## src/rtl/lcd_boot_pkg.sv

```systemverilog
package lcd_boot_pkg;

    typedef enum logic [2:0] {
        ST_POWER_WAIT,
        ST_ISSUE,
        ST_PAUSE,
        ST_ADVANCE,
        ST_READY
    } boot_state_t;

    typedef struct packed {
        logic font_tall;
        logic cursor_on;
        logic blink_on;
        logic move_right;
        logic shift_disp;
    } boot_cfg_t;

    localparam int STEP_W     = 3;
    localparam int ATTN_COUNT = 3;
    localparam logic [STEP_W-1:0] LAST_STEP = 3'd7;

    localparam logic [7:0] OP_ATTN     = 8'h30;
    localparam logic [7:0] OP_FUNC     = 8'h38;
    localparam logic [7:0] OP_DISP_OFF = 8'h08;
    localparam logic [7:0] OP_DISP_ON  = 8'h0C;
    localparam logic [7:0] OP_ENTRY    = 8'h04;
    localparam logic [7:0] OP_CLEAR    = 8'h01;

endpackage

```

## src/rtl/lcd_boot_timer.sv

```systemverilog
module lcd_boot_timer #(
    parameter int W       = 20,
    parameter int RST_VAL = 0
) (
    input  logic         clk,
    input  logic         rst_n,
    input  logic         load,
    input  logic [W-1:0] load_val,
    output logic         zero
);

    logic [W-1:0] cnt_q;

    always_ff @(posedge clk) begin
        if (!rst_n) begin
            cnt_q <= W'(RST_VAL);
        end else if (load) begin
            cnt_q <= load_val;
        end else if (cnt_q != '0) begin
            cnt_q <= cnt_q - 1'b1;
        end
    end

    assign zero = (cnt_q == '0);

    // once expired and not reloaded, the timer stays expired
    a_r8_zero_sticky: assert property (@(posedge clk) disable iff (!rst_n)
        zero && !load |=> zero);

endmodule

```

## src/rtl/lcd_boot_cmdgen.sv

```systemverilog
module lcd_boot_cmdgen
    import lcd_boot_pkg::*;
(
    input  logic [STEP_W-1:0] step,
    input  boot_cfg_t         cfg,
    output logic [7:0]        byte_out
);

    always_comb begin
        unique case (step)
            3'd0, 3'd1, 3'd2: byte_out = OP_ATTN;
            3'd3: byte_out = OP_FUNC | {5'b0, cfg.font_tall, 2'b0};
            3'd4: byte_out = OP_DISP_OFF;
            3'd5: byte_out = OP_DISP_ON | {6'b0, cfg.cursor_on, cfg.blink_on};
            3'd6: byte_out = OP_ENTRY | {6'b0, cfg.move_right, cfg.shift_disp};
            3'd7: byte_out = OP_CLEAR;
            default: byte_out = OP_CLEAR;
        endcase
    end

endmodule

```

## src/rtl/lcd_boot_seq.sv

```systemverilog
module lcd_boot_seq
    import lcd_boot_pkg::*;
#(
    parameter int CLK_MHZ   = 50,
    parameter int PWRUP_US  = 15000,
    parameter int ATTN1_US  = 4100,
    parameter int ATTN2_US  = 100,
    parameter int ATTN3_US  = 40
) (
    input  logic       clk,
    input  logic       rst_n,
    input  logic       cfg_font_tall,
    input  logic       cfg_cursor_on,
    input  logic       cfg_blink_on,
    input  logic       cfg_move_right,
    input  logic       cfg_shift_disp,
    input  logic       cmd_done,
    output logic       cmd_req,
    output logic [7:0] cmd_byte,
    output logic       init_ready
);

    localparam int PWRUP_CYC = PWRUP_US * CLK_MHZ;
    localparam int ATTN1_CYC = ATTN1_US * CLK_MHZ;
    localparam int ATTN2_CYC = ATTN2_US * CLK_MHZ;
    localparam int ATTN3_CYC = ATTN3_US * CLK_MHZ;
    localparam int TW        = $clog2(PWRUP_CYC + ATTN1_CYC + 1);

    boot_state_t       state_q;
    logic [STEP_W-1:0] step_q;
    boot_cfg_t         cfg_q;
    boot_cfg_t         cfg_in;
    logic              tmr_zero;
    logic              tmr_load;
    logic [TW-1:0]     gap_val;
    logic              is_attn;

    assign cfg_in = '{font_tall:  cfg_font_tall,
                      cursor_on:  cfg_cursor_on,
                      blink_on:   cfg_blink_on,
                      move_right: cfg_move_right,
                      shift_disp: cfg_shift_disp};

    assign is_attn = (step_q < STEP_W'(ATTN_COUNT));

    // Gap length for the attention step just acknowledged
    always_comb begin
        unique case (step_q[1:0])
            2'd0:    gap_val = TW'(ATTN1_CYC - 1);
            2'd1:    gap_val = TW'(ATTN2_CYC - 1);
            default: gap_val = TW'(ATTN3_CYC - 1);
        endcase
    end

    assign tmr_load = (state_q == ST_ISSUE) && cmd_done && is_attn;

    lcd_boot_timer #(
        .W       (TW),
        .RST_VAL (PWRUP_CYC - 1)
    ) u_timer (
        .clk      (clk),
        .rst_n    (rst_n),
        .load     (tmr_load),
        .load_val (gap_val),
        .zero     (tmr_zero)
    );

    lcd_boot_cmdgen u_cmdgen (
        .step     (step_q),
        .cfg      (cfg_q),
        .byte_out (cmd_byte)
    );

    // State register
    always_ff @(posedge clk) begin
        if (!rst_n) begin
            state_q <= ST_POWER_WAIT;
            step_q  <= '0;
            cfg_q   <= '0;
        end else begin
            unique case (state_q)
                ST_POWER_WAIT: begin
                    if (tmr_zero) begin
                        state_q <= ST_ISSUE;
                        cfg_q   <= cfg_in;
                    end
                end
                ST_ISSUE: begin
                    if (cmd_done) begin
                        if (is_attn)                  state_q <= ST_PAUSE;
                        else if (step_q == LAST_STEP) state_q <= ST_READY;
                        else                          state_q <= ST_ADVANCE;
                    end
                end
                ST_PAUSE: begin
                    if (tmr_zero) state_q <= ST_ADVANCE;
                end
                ST_ADVANCE: begin
                    step_q  <= step_q + 1'b1;
                    state_q <= ST_ISSUE;
                end
                ST_READY: begin
                    state_q <= ST_READY;
                end
                default: state_q <= ST_POWER_WAIT;
            endcase
        end
    end

    // Outputs
    always_comb begin
        cmd_req    = (state_q == ST_ISSUE);
        init_ready = (state_q == ST_READY);
    end

    // request held with a stable byte until done
    a_r9_hold: assert property (@(posedge clk) disable iff (!rst_n)
        cmd_req && !cmd_done |=> cmd_req && $stable(cmd_byte));
    // request drops right after done
    a_r9_drop: assert property (@(posedge clk) disable iff (!rst_n)
        cmd_req && cmd_done |=> !cmd_req);
    // ready is sticky and excludes requests
    a_r11_ready_sticky: assert property (@(posedge clk) disable iff (!rst_n)
        init_ready |=> init_ready && !cmd_req);
    // attention steps carry the attention byte
    a_r2_attn_byte: assert property (@(posedge clk) disable iff (!rst_n)
        cmd_req && is_attn |-> cmd_byte == 8'h30);
    // final step is clear display
    a_r7_clear_byte: assert property (@(posedge clk) disable iff (!rst_n)
        cmd_req && step_q == LAST_STEP |-> cmd_byte == 8'h01);
    // captured configuration never changes after the power-up wait
    a_r10_cfg_frozen: assert property (@(posedge clk) disable iff (!rst_n)
        state_q != ST_POWER_WAIT |=> $stable(cfg_q));
    // no request while a pause is still counting
    a_r8_pause_quiet: assert property (@(posedge clk) disable iff (!rst_n)
        state_q == ST_PAUSE && !tmr_zero |=> !cmd_req);
    // done while nothing is requested leaves the step unchanged
    a_r13_done_ignored: assert property (@(posedge clk) disable iff (!rst_n)
        !cmd_req && state_q != ST_ADVANCE |=> $stable(step_q));

endmodule

```

## config.mk

```make
export PLATFORM = sky130hd
export DESIGN_NAME = lcd_boot_seq
export DESIGN_NICKNAME = d
export VERILOG_FILES = /design/src/rtl/lcd_boot_pkg.sv /design/src/rtl/lcd_boot_timer.sv /design/src/rtl/lcd_boot_cmdgen.sv /design/src/rtl/lcd_boot_seq.sv
export SDC_FILE = /design/constraint.sdc
export NUM_CORES = 1
export LEC_CHECK = 0
export BUFFER_PORTS_ARGS = -buffer_cell sky130_fd_sc_hd__buf_2
export CAP_MARGIN = 20
export CORE_MARGIN = 10
export CORE_UTILIZATION = 59
export CTS_CLUSTER_DIAMETER = 40
export CTS_CLUSTER_SIZE = 40
export DETAILED_ROUTE_END_ITERATION = 7
export GPL_ROUTABILITY_DRIVEN = 0
export HOLD_SLACK_MARGIN = 0.06
export PLACE_DENSITY_LB_ADDON = 0.2
export SYNTH_ARGS = -nofsm -noshare
export SYNTH_HDL_FRONTEND = slang
export SYNTH_HIERARCHICAL = 1
export SYNTH_SLANG_ARGS = --single-unit
```

## constraint.sdc

```tcl
create_clock -name clk -period 2.9 [get_ports clk]
set_clock_uncertainty 0.05 [all_clocks]
set_input_delay 0.58 -clock clk [delete_from_list [all_inputs] [get_ports clk]]
set_output_delay 0.58 -clock clk [all_outputs]
set_load 0.05 [all_outputs]
```

== Word-level counts from Yosys, hierarchy flattened ==
Index checks and enable logic that the tools add are counted.

* Register bits: 31
* Bits of input ports: 8
* Output and inout port bits: 10

* Add/subtract/negate cells: 2
* Magnitude comparators: 1
* Eq/ne operators: 15
* Multiplexer cells: 10
* Reduce and logical (&&, ||, !) cells: 11

{| class="wikitable"
|+ Operators by type and width
! kind !! count
|-
| $pmux 8 s6 || 1
|-
| $mux 20 || 2
|-
| $pmux 18 s2 || 1
|-
| $logic_not 20->1 || 1
|-
| $reduce_bool 20->1 || 1
|-
| $sub 20x1->20 const B || 1
|-
| $eq 3x3->1 const B || 5
|-
| $mux 3 || 5
|-
| $pmux 3 s5 || 1
|-
| $eq 3x2->1 const B || 4
|-
| $eq 3x1->1 const B || 2
|-
| $logic_not 3->1 || 2
|-
| $ne 2x2->1 const B || 3
|-
| $add 3x1->3 const B || 1
|-
| $lt 3x2->1 const B || 1
|-
| $reduce_and 3->1 || 1
|-
| $reduce_or 3->1 || 1
|-
| $eq 2x1->1 const B || 1
|-
| $logic_and 1x1->1 || 2
|-
| $logic_not 2->1 || 1
|-
| $reduce_and 2->1 || 1
|-
| $reduce_bool 2->1 || 1
|}

== Logic depth before layout (Yosys ltp) ==
* Word-level depth: 5
* Depth in mapped cells: 9
* Gate-level depth less buffers: 8

== Modules after synthesis ==
The synthesis kept the hierarchy.

{| class="wikitable"
|+ By module, submodules not included
! module !! times used !! cells each !! area an instance (um2) !! sequential area each (um2)
|-
| lcd_boot_timer || 1 || 136 || 1212.4 || 400.4
|-
| lcd_boot_seq || 1 || 62 || 615.6 || 220.2
|-
| lcd_boot_cmdgen || 1 || 16 || 98.8 || 0.0
|}

== Worst setup path before layout ==
Ideal clock, no wire load.

* Path type: register to register
* Start: register state_q[0]
* End: register u_timer.cnt_q[3]
* Setup time: 0.117 ns
* Arrival: 2.212 ns
* Data required time: 2.733 ns
* Slack: 0.521 ns
* Stages on the path, launching flop included: 9
* Period minus slack after synthesis: 2.379 ns
* Cell sequence: dfxtp_1 -> buf_4 -> nor2b_1 -> and2b_1 -> and4b_1 -> clkbuf_1 -> clkbuf_1 -> nand2_1 -> o22a_1

* Word-level cells in the longest chain between the ends: 4
* Elaborated cells between the ends (all ways): 5
* Classes of those cells: eq/ne (1); mux (1); reduce/logical (3)

{| class="wikitable"
|+ Ends and longest elaborated chain
! what !! line !! text
|-
| start, declared || lcd_boot_seq.sv:29 || <nowiki>boot_state_t state_q;</nowiki>
|-
| start signal, assigned || lcd_boot_seq.sv:77 || <nowiki>state_q <= ST_POWER_WAIT;</nowiki>
|-
| start signal, assigned || lcd_boot_seq.sv:84 || <nowiki>state_q <= ST_ISSUE;</nowiki>
|-
| start signal, assigned || lcd_boot_seq.sv:90 || <nowiki>if (is_attn) state_q <= ST_PAUSE;</nowiki>
|-
| $eq 3x1->1 * || -- ||
|-
| named net cmd_req || lcd_boot_seq.sv:18 || <nowiki>output logic cmd_req,</nowiki>
|-
| $logic_and 1x1->1 * (2 in series) || lcd_boot_seq.sv:55 || <nowiki>assign tmr_load = (state_q == ST_ISSUE) && cmd_done && is_attn;</nowiki>
|-
| named net tmr_load || lcd_boot_seq.sv:34 || <nowiki>logic tmr_load;</nowiki>
|-
| $mux 20 or $reduce_bool 2->1 (tied branches) || -- ||
|-
| end signal, assigned || lcd_boot_timer.sv:16 || <nowiki>cnt_q <= W'(RST_VAL);</nowiki>
|-
| end signal, assigned || lcd_boot_timer.sv:18 || <nowiki>cnt_q <= load_val;</nowiki>
|-
| end signal, assigned || lcd_boot_timer.sv:20 || <nowiki>cnt_q <= cnt_q - 1'b1;</nowiki>
|-
| end, declared || lcd_boot_timer.sv:12 || <nowiki>logic [W-1:0] cnt_q;</nowiki>
|}

The timed path passes the listed nets; every way through them passes the cells marked *.
A chain may end at the register's enable or synchronous reset.

== Worst setup path after layout ==
* Start: register state_q[0]
* End: register u_timer.cnt_q[2]

* Word-level cells in the longest chain between the ends: 4
* Elaborated cells between the ends (all ways): 5
* Classes of those cells: eq/ne (1); mux (1); reduce/logical (3)

{| class="wikitable"
|+ Ends and longest elaborated chain
! what !! line
|-
| $eq 3x1->1 * || lcd_boot_seq.sv:55
|-
| $logic_and 1x1->1 * (2 in series) || lcd_boot_seq.sv:55
|-
| named net tmr_load || lcd_boot_seq.sv:34
|-
| $mux 20 or $reduce_bool 2->1 (tied branches) || --
|}

Marked as above.

==> results.ini <==
[setup_path]
rr_worst_depth = 7
path_class = flip-flop to flip-flop
rrSetupSlack_ns = 0.63
start_kind = flip-flop
cp_max_fo = 9
worstSetupEndpoint = u_timer/cnt_q[2]
worst_ep_arrival_time_ns = 2.51
crit_path_end_kind = flip-flop
critPathLaunch = state_q[0]
r2r-start = state_q[0]
crit_required_ns = 3.13
r2r-end = u_timer/cnt_q[2]

[synthesis]
ys_types = 53
synth_edf_count = 0
synthesis.area_um2 = 1930
syn_inst = 214
yosysWarningCount = 6
yosysSeqAreaShare_pct = 32.2
avgSynthCellArea_um2 = 9.00
ys_ff_latch = 31
ys_async_sr_fraction_pct = 0
ys.flop_type = dfxtp_1

[pwr]
swShare_pct = 23.2
vdd_drop_max_mv = 0.318
p_leak_uw = 0.000777
power.density_nw_per_um2 = 360
pwr-share-seq_pct = 56.7
p_int_uw = 586
totalPowerFinal_uw = 763
pwr-share-clk_pct = 37.9
switchingPower_uw = 177
comb_power_share_pct = 5.4

[global_route]
grt_pass1_wl_um = 7150
grt_max_degree = 23
use_met2_pct = 24.7
busiest_layer = met2
overflow = 0
grt_use_met1_pct = 16.3
antenna_found_initial = 0
grt_use_total_pct = 14.4
met3_usage_pct = 5.24
grt_pass1_vias = 1560

[sta]
fin_crit_ns = 2.27
rsz0062_at_grt = false
setup_slack_ns = 0.625
max_freq_mhz = 440
finalSetupViolCount = 0
fin_crit_sh_pct = 78.4
hold_viol_final = 0
fin_setup_tns_ns = 0
slew_violations = 0

[layout]
final.fill_count = 253
antenna_cells = 0
finalNonFillerCells = 281
mostFrequentLayoutCells = 31 x dfxtp_1, 18 x nand2_1, 16 x nor2_1
nNetsFinal = 252
area_growth_pct = 9.87
final_core_util_pct = 68.8
final_layout_size_suffix_gt1_share_pct = 16.5
final_common_cell = dfxtp_1

[place]
port-buffer-count = 15
hpwl_um = 2990
pre_cts_slack_ns = 0.644
place_inst = 273

[die]
die_w_um = 77.1
ios = 18
die_y_um = 77.1
core-area_um2 = 3080
start_util_pct = 62.6
rows = 20
dieArea_um2 = 5950

[drt]
firstDrtPassIters = 4
drcViolationCount = 0
vias = 1603
routedWlPerCell_um = 14.4
drtAntennaViolNets = 0
drt_wl_total_um = 4060
viasPerCell = 5.70
drtIter0Drc = 106

[cts]
cts_resized = 0
clock_path_buffers = 2
cts.sinks = 31
cts_tree = done
htree_levels = 2
cts_buffers = 5
clk_pin_slew_ns = 0.10
clock-root-buffer = clkbuf_4
cts_hold_buf = 0
clock_latency_ns = 0.34
cts_setup_buffers = 0

[flow_run]
drv_cap = 0

[min_path]
min_from = cfg_shift_disp
min_path_type = input pin to flip-flop

[run_status]
status = complete, no violations

[power groups by stage]
stage / Sequential, uW / Combinational, uW / Clock (uW)
6_report: 432 / 41.5 / 289
5_1_grt: 433 / 46.5 / 321
4_1_cts: 432 / 41.2 / 300
3_5_place_dp: 442 / 41.0 / 0
3_3_place_gp: 442 / 38.6 / 0
2_1_floorplan: 441 / 31.2 / 0
[synth_stat cells (all sizes together) (4+ instances only)]
cell type	number	share of area [%]
xor2	5	2.3
buf	6	2.2
nor2b	8	2.6
or3	4	1.6
inv	10	1.9
dfxtp	31	32
nor4	5	4.3
xnor2	9	4.1
nand2b	6	1.9
clkbuf	7	1.4
nand3	7	1.8
o211ai	9	4.0
nor3b	6	2.6
nand2	18	3.5
a21oi	4	1.0
ha	8	5.2
nand3b	7	2.7
mux2i	8	4.2
nor2	16	3.1
[critical path, cell delays in order, from the launching register on]
cell and delay (ns):
dfxtp_1 0.51, nor2b_1 0.28, and2b_1 0.20, and4b_1 0.39, nand2b_1 0.36, nor2_1 0.10, a31oi_1 0.15, o311a_1 0.17
[layer usage]
metal  vias to the layer above  routed length [um]
li1                        791                   -
met1                       759                1700
met2                        46                2080
met3                         7                 236
met4                         0                  45
met5                         -                   0
[final cells by class]
class	instances	area, um^2	area share, %
Tap cell	44	55.1	2.60
Inverter	10	37.5	1.77
Multi-Input combinational cell	170	1240	58.5
Clock buffer	8	68.8	3.25
Sequential cell	31	621	29.3
Timing Repair Buffer	18	97.6	4.61
[stage by stage]
stage,hold slack [ns],cell area (um^2)
2_1_floorplan,0.427,1960
3_3_place_gp,0.442,2050
3_5_place_dp,0.454,2050
4_1_cts,0.441,2120
5_1_grt,0.447,2120
6_report,0.458,2120
[cells by family after synthesis]
| group | share of synthesized area, % |
|---|---|
| compound gates | 14.2 |
| xor+xnor | 6.36 |
| fa+ha+maj | 5.20 |
| buf+inv | 5.52 |
| flops | 32.2 |
| mux | 5.32 |
| other cells | 0.584 |
| simple gates | 30.6 |
[registers in the layout (all words and copies together), names as in the netlist]
signal / cells
cfg_q: 5
state_q: 3
u_timer/cnt_q: 20
step_q: 3
[worst min-delay path by stage]
stage / end / slack (ns) / cells past startpoint
floorplan: cfg_q[0] / 0.43 / 2
global placement: cfg_q[0] / 0.44 / 2
detailed placement: cfg_q[0] / 0.45 / 2
CTS: cfg_q[0] / 0.44 / 3
global route: cfg_q[0] / 0.45 / 3
finish: cfg_q[0] / 0.46 / 3
Note: power is estimated with default switching activity, not from simulation.
